==> config.mk <==
export PLATFORM = sky130hd
export DESIGN_NAME = brpred_unit
export DESIGN_NICKNAME = d
export VERILOG_FILES = /design/src/rtl/brpred_pkg.sv /design/src/rtl/brpred_hist.sv /design/src/rtl/brpred_tgt.sv /design/src/rtl/brpred_sel.sv /design/src/rtl/brpred_unit.sv
export SDC_FILE = /design/constraint.sdc
export NUM_CORES = 1
export LEC_CHECK = 0
export CORE_AREA = 5 5 433 350
export DETAILED_ROUTE_END_ITERATION = 8
export DIE_AREA = 0 0 438 355
export PLACE_DENSITY = 0.42
export SYNTH_ARGS = -nofsm -noshare
export SYNTH_HDL_FRONTEND = slang
export SYNTH_SLANG_ARGS = --single-unit
==> constraint.sdc <==
create_clock -name clk -period 11.4 [get_ports clk]
set_input_delay 2.28 -clock clk [delete_from_list [all_inputs] [get_ports clk]]
set_output_delay 2.28 -clock clk [all_outputs]
set_load 0.005 [all_outputs]
==> src/rtl/brpred_pkg.sv <==
package brpred_pkg;

  typedef enum logic [1:0] {
    CTR_STRONG_NT = 2'b00,
    CTR_WEAK_NT   = 2'b01,
    CTR_WEAK_T    = 2'b10,
    CTR_STRONG_T  = 2'b11
  } ctr_e;

  localparam ctr_e CTR_RESET = CTR_WEAK_NT;

  // One saturating step toward the observed outcome.
  function automatic ctr_e ctr_step(input ctr_e cur, input logic taken);
    ctr_e nxt;
    nxt = cur;
    if (taken) begin
      if (cur != CTR_STRONG_T) nxt = ctr_e'(cur + 2'd1);
    end else begin
      if (cur != CTR_STRONG_NT) nxt = ctr_e'(cur - 2'd1);
    end
    return nxt;
  endfunction

  function automatic logic ctr_taken(input ctr_e c);
    return c[1];
  endfunction

endpackage

==> src/rtl/brpred_hist.sv <==
module brpred_hist
  import brpred_pkg::*;
#(
  parameter int PC_W  = 32,
  parameter int IDX_W = 6
) (
  input  logic            clk,
  input  logic            rst_n,
  input  logic [PC_W-1:0] rd_pc,
  output logic            rd_taken,
  input  logic            wr_en,
  input  logic [PC_W-1:0] wr_pc,
  input  logic            wr_taken
);

  localparam int DEPTH = 1 << IDX_W;

  function automatic logic [IDX_W-1:0] idx_of(input logic [PC_W-1:0] pc);
    return pc[IDX_W+1:2];
  endfunction

  logic [DEPTH-1:0][1:0] ctr_q;
  logic [IDX_W-1:0]      rd_idx;
  logic [IDX_W-1:0]      wr_idx;
  ctr_e                  rd_ctr;
  ctr_e                  wr_ctr_old;
  ctr_e                  wr_ctr_new;

  assign rd_idx     = idx_of(rd_pc);
  assign wr_idx     = idx_of(wr_pc);
  assign rd_ctr     = ctr_e'(ctr_q[rd_idx]);
  assign wr_ctr_old = ctr_e'(ctr_q[wr_idx]);
  assign wr_ctr_new = ctr_step(wr_ctr_old, wr_taken);
  assign rd_taken   = ctr_taken(rd_ctr);

  always_ff @(posedge clk) begin
    if (!rst_n) begin
      for (int i = 0; i < DEPTH; i++) ctr_q[i] <= CTR_RESET;
    end else if (wr_en) begin
      ctr_q[wr_idx] <= wr_ctr_new;
    end
  end

  AST_CTR_UP: assert property (@(posedge clk) disable iff (!rst_n)
    (wr_en && wr_taken && wr_ctr_old != CTR_STRONG_T)
      |=> ctr_q[$past(wr_idx)] == 2'($past(wr_ctr_old) + 2'd1));
  AST_CTR_DOWN: assert property (@(posedge clk) disable iff (!rst_n)
    (wr_en && !wr_taken && wr_ctr_old != CTR_STRONG_NT)
      |=> ctr_q[$past(wr_idx)] == 2'($past(wr_ctr_old) - 2'd1));
  AST_CTR_SAT: assert property (@(posedge clk) disable iff (!rst_n)
    (wr_en && ((wr_taken && wr_ctr_old == CTR_STRONG_T) ||
               (!wr_taken && wr_ctr_old == CTR_STRONG_NT)))
      |=> $stable(ctr_q));
  AST_HIST_IDLE: assert property (@(posedge clk) disable iff (!rst_n)
    !wr_en |=> $stable(ctr_q));

endmodule

==> src/rtl/brpred_tgt.sv <==
module brpred_tgt #(
  parameter int PC_W  = 32,
  parameter int IDX_W = 4
) (
  input  logic            clk,
  input  logic            rst_n,
  input  logic [PC_W-1:0] rd_pc,
  output logic            rd_hit,
  output logic [PC_W-1:0] rd_tgt,
  input  logic            wr_en,
  input  logic [PC_W-1:0] wr_pc,
  input  logic [PC_W-1:0] wr_tgt
);

  localparam int DEPTH = 1 << IDX_W;
  localparam int TAG_W = PC_W - IDX_W - 2;

  function automatic logic [IDX_W-1:0] idx_of(input logic [PC_W-1:0] pc);
    return pc[IDX_W+1:2];
  endfunction

  function automatic logic [TAG_W-1:0] tag_of(input logic [PC_W-1:0] pc);
    return pc[PC_W-1:IDX_W+2];
  endfunction

  logic [DEPTH-1:0]  vld_q;
  logic [TAG_W-1:0]  tag_q [DEPTH];
  logic [PC_W-1:0]   tgt_q [DEPTH];
  logic [IDX_W-1:0]  rd_idx;
  logic [IDX_W-1:0]  wr_idx;
  logic [TAG_W-1:0]  wr_tag;
  logic              tag_match;

  assign rd_idx    = idx_of(rd_pc);
  assign wr_idx    = idx_of(wr_pc);
  assign wr_tag    = tag_of(wr_pc);
  assign tag_match = tag_q[rd_idx] == tag_of(rd_pc);
  assign rd_hit    = vld_q[rd_idx] && tag_match;
  assign rd_tgt    = tgt_q[rd_idx];

  always_ff @(posedge clk) begin
    if (!rst_n) begin
      vld_q <= '0;
    end else if (wr_en) begin
      vld_q[wr_idx] <= 1'b1;
    end
  end

  always_ff @(posedge clk) begin
    if (wr_en) begin
      tag_q[wr_idx] <= wr_tag;
      tgt_q[wr_idx] <= wr_tgt;
    end
  end

  AST_TGT_FILL: assert property (@(posedge clk) disable iff (!rst_n)
    wr_en |=> (vld_q[$past(wr_idx)] && tag_q[$past(wr_idx)] == $past(wr_tag)
               && tgt_q[$past(wr_idx)] == $past(wr_tgt)));
  AST_TGT_IDLE: assert property (@(posedge clk) disable iff (!rst_n)
    !wr_en |=> $stable(vld_q));

endmodule

==> src/rtl/brpred_sel.sv <==
module brpred_sel #(
  parameter int PC_W = 32
) (
  input  logic [PC_W-1:0] fetch_pc,
  input  logic            dir_taken,
  input  logic            tgt_hit,
  input  logic [PC_W-1:0] tgt_pc,
  output logic            redirect,
  output logic [PC_W-1:0] next_pc
);

  function automatic logic [PC_W-1:0] seq_pc(input logic [PC_W-1:0] pc);
    return pc + PC_W'(4);
  endfunction

  assign redirect = dir_taken && tgt_hit;
  assign next_pc  = redirect ? tgt_pc : seq_pc(fetch_pc);

endmodule

==> src/rtl/brpred_unit.sv <==
module brpred_unit #(
  parameter int PC_W       = 32,
  parameter int HIST_IDX_W = 6,
  parameter int TGT_IDX_W  = 4
) (
  input  logic            clk,
  input  logic            rst_n,
  input  logic [PC_W-1:0] fetch_pc,
  output logic            pred_taken,
  output logic [PC_W-1:0] pred_next_pc,
  input  logic            upd_valid,
  input  logic [PC_W-1:0] upd_pc,
  input  logic            upd_taken,
  input  logic [PC_W-1:0] upd_target
);

  logic            dir_taken;
  logic            tgt_hit;
  logic [PC_W-1:0] tgt_pc;
  logic            tgt_wr_en;
  logic            redirect;

  assign tgt_wr_en = upd_valid && upd_taken;

  brpred_hist #(.PC_W(PC_W), .IDX_W(HIST_IDX_W)) u_hist (
    .clk      (clk),
    .rst_n    (rst_n),
    .rd_pc    (fetch_pc),
    .rd_taken (dir_taken),
    .wr_en    (upd_valid),
    .wr_pc    (upd_pc),
    .wr_taken (upd_taken)
  );

  brpred_tgt #(.PC_W(PC_W), .IDX_W(TGT_IDX_W)) u_tgt (
    .clk    (clk),
    .rst_n  (rst_n),
    .rd_pc  (fetch_pc),
    .rd_hit (tgt_hit),
    .rd_tgt (tgt_pc),
    .wr_en  (tgt_wr_en),
    .wr_pc  (upd_pc),
    .wr_tgt (upd_target)
  );

  brpred_sel #(.PC_W(PC_W)) u_sel (
    .fetch_pc  (fetch_pc),
    .dir_taken (dir_taken),
    .tgt_hit   (tgt_hit),
    .tgt_pc    (tgt_pc),
    .redirect  (redirect),
    .next_pc   (pred_next_pc)
  );

  assign pred_taken = dir_taken;

  AST_SEQ_ON_MISS: assert property (@(posedge clk) disable iff (!rst_n)
    !tgt_hit |-> pred_next_pc == fetch_pc + PC_W'(4));
  AST_SEQ_ON_NT: assert property (@(posedge clk) disable iff (!rst_n)
    !pred_taken |-> pred_next_pc == fetch_pc + PC_W'(4));
  AST_REDIRECT_TGT: assert property (@(posedge clk) disable iff (!rst_n)
    (redirect && tgt_pc != fetch_pc + PC_W'(4)) |-> pred_next_pc != fetch_pc + PC_W'(4));

endmodule

==> impl_results.md <==
* Tmin final at 9.46 ns
* Crit Path Max Fanout at 41
* Port buffer count at 130
* Largest net degree at the start of global routing at 73
* Slowest cell on the critical path: buf_4
* Mapped Cells at 2413
* Die width at 438 µm
* Post-synth EDFFs at 928
* Int Power at 6.54 mW
* Worst setup EP type: output pin
* Num ports at 133
* DRT antenna net count at 0
* Die area at 155000 µm²
* Synth Area per Inst at 18.1 µm²
* Initial drt markers at 2166
* Sequential fraction of design power at 0.514
* Dominant cell type by area after synthesis: edfxtp_1
* Fraction of power spent switching nets at 0.221
* Via count at 23300
* Final period util at 0.830
* CTS tree: built
* Area Overhead vs Synth at 16.1%
* Clk slew on worst S/H paths at 0.06 ns
* Fin. max-slew vios at 0
* Status: completed
* Number of global-route vias before repair at 24200
* Syn nets at 2514
* CTS sink cnt at 1072
* Synth Cell Area at 43800 µm²
* WP buf/inv at 4
* Final core occ at 0.347
* CP peak stage delay at 0.75 ns
* Max-cap check violation count at 0
* Setup_tns at 0 ns
* Sw power at 1.85 mW
* Most frequent cell after synthesis: edfxtp_1
* FP Rows at 126
* Slew margin rel. at 0.195
* Crit Path Class: primary input to output pin
* Seq/Total Area, Yosys at 0.703
* Vert. Die Dim at 355 µm
* Core Area at 147000 µm²
* Most frequent cells after synthesis: 928 x edfxtp_1, 307 x mux4_2, 215 x nand2_1
* GR Util All Layers at 0.165
* RSZ-0062 raised after global routing: no
* Layout Skew at 0.00830 ns
* Fin nets at 2662
* Ranking of synthesized cells by area: edfxtp_1 64%, mux4_2 16%, dfxtp_1 6.6%, nand2_1 1.8%, nand3_1 1.6%
* Kind of cell adding the most delay to the critical path: buffers and inverters
* Leak at 16.1 nW
* Hold crit path type: flip-flop to flip-flop
* DR vias/cell at 5.09
* Dpl hpwl at 74900 µm
* Main flop type after synthesis: edfxtp_1
* CTS root buf: clkbuf_16
* Final hold violation count at 0
* CTS buffer count at 112
* Crit start category: primary input
* Initial antenna violation count at 19
* DR pass1 iterations at 5
* Top cell type's share of synthesized area at 0.637
* Synth unique cells at 65
* First-pass GRT wire length at 184000 µm
* Resized cells post-CTS at 0
* GRT Residual Overflow at 0
* CTS H-Tree Depth at 3
* Residual DRC at 0
* Post-Route WL at 130000 µm
* Worst skew pair latency at 0.72 ns
* Routed wire per std cell at 28.4 µm
* Setup Fix Bufs, Post-CTS at 0
* WP data arrival at 7.18 ns
* Power per cell area at 165 nW/µm²
* Syn. warnings at 0
* FMAX at 0.106 GHz
* Post-synth ARST share at 0
* Slew @ Worst Pin at 1.20 ns
* Worst IR drop on VDD at 114 µV
* CP Cell Sequence: buf_4 -> buf_4 -> nor2b_1 -> a22oi_1 -> a21oi_1 -> o32ai_1 -> nor4_1 -> o2111ai_1 -> nor4_4 -> buf_4 -> mux2_4 -> clkdlybuf4s50_1
* GPL Wtd Cong at 0.803
* Hold Buf Count CTS at 0
* Comb pwr share at 0.061
* Share of post-route cells with drive strength above 1 at 0.224
* Worst EP required at 9.12 ns
* Synthesized flop and latch total at 1072
* Initial Util at 0.298
* Final setup viols at 0
* Most used cell, CP: buf_4
* Max clock buf depth at 3
* Clock power frac at 0.425
## final timing paths
path / startpoint / to / slack [ns] / cells after the start
worst max-delay path: fetch_pc[4] / pred_next_pc[7] / 1.94 / 12
worst min register to register: u_hist.ctr_q[26]$_SDFFE_PN1P_ / u_hist.ctr_q[26]$_SDFFE_PN1P_ / 0.47 / 2
worst max register to register: u_hist.ctr_q[62]$_SDFFE_PN1P_ / u_hist.ctr_q[122]$_SDFFE_PN1P_ / 8.18 / 8
worst min-delay path: u_hist.ctr_q[26]$_SDFFE_PN1P_ / u_hist.ctr_q[26]$_SDFFE_PN1P_ / 0.47 / 2
## cell usage in the layout, fill, tap and decap left out, types with 25 or more instances in the layout
cell type / instances
o21a_1: 57
dfxtp_1: 144
clkinv_1: 26
clkdlybuf4s50_1: 123
mux2_4: 30
edfxtp_1: 928
nand3_1: 139
mux2i_1: 51
nor2_1: 119
buf_4: 59
clkbuf_1: 25
clkbuf_16: 114
mux4_2: 307
xnor2_1: 30
nand2_1: 215
## worst min-delay path: stages (launching register included)
cell and delay, ns:
dfxtp_1 0.32, nand2_1 0.05, nand3_1 0.07
## flip-flops by register name, indices dropped and copies added (netlist names)
name,cells
u_tgt.vld_q,16
u_tgt.tag_q,416
u_tgt.tgt_q,512
u_hist.ctr_q,128
## area by class of cell
class	instances	area (µm²)
Fill cell	13800	95800
Sequential cell	1072	30700
Multi-Input combinational cell	1173	12300
Clock buffer	144	3020
Tap cell	1920	2400
Timing Repair Buffer	191	1780
Clock inverter	64	523
Inverter	11	43.8
Antenna cell	5	12.5
## per-stage QoR
step	total power [mW]	std cells	hold WS, ns	worst slack (ns)	instance area [µm²]
detailed placement	4.92	4367	0.456	2.00	47300
finish	8.40	4580	0.468	1.94	50800
global route	8.71	4576	0.492	1.79	50800
CTS	8.52	4575	0.472	1.97	50800
global placement	4.91	4367	0.445	1.98	47300
floorplan	4.68	2413	0.435	3.37	43800
## metal layers
metal,track usage,part of all wire,vias up
met2,0.274,0.49,587
met3,0.0256,0.044,193
met5,0,0.00031,-
met1,0.227,0.44,12500
li1,-,-,10000
met4,0.0458,0.026,6
## power groups by stage
| stage | registers (mW) | logic, mW | clock network, mW |
|---|---|---|---|
| final | 4.31 | 0.514 | 3.57 |
| after CTS | 4.31 | 0.527 | 3.68 |
| after global placement | 4.39 | 0.519 | 0 |
| after detailed placement | 4.40 | 0.525 | 0 |
| after global routing | 4.31 | 0.550 | 3.84 |
| after floorplan | 4.40 | 0.285 | 0 |
## kinds of logic (layout without fill, tap and decap cells)
group | count (synthesis) | count (layout) | share of synthesized area
mux | 395 | 395 | 0.183
fa+ha+maj | 2 | 2 | 0.000515
other cells | 0 | 5 | 0
buf+inv | 168 | 410 | 0.0192
simple gates | 566 | 566 | 0.0576
flops | 1072 | 1072 | 0.703
compound gates | 168 | 168 | 0.0283
xor+xnor | 42 | 42 | 0.00841
Power figures use the tool's default switching activity.
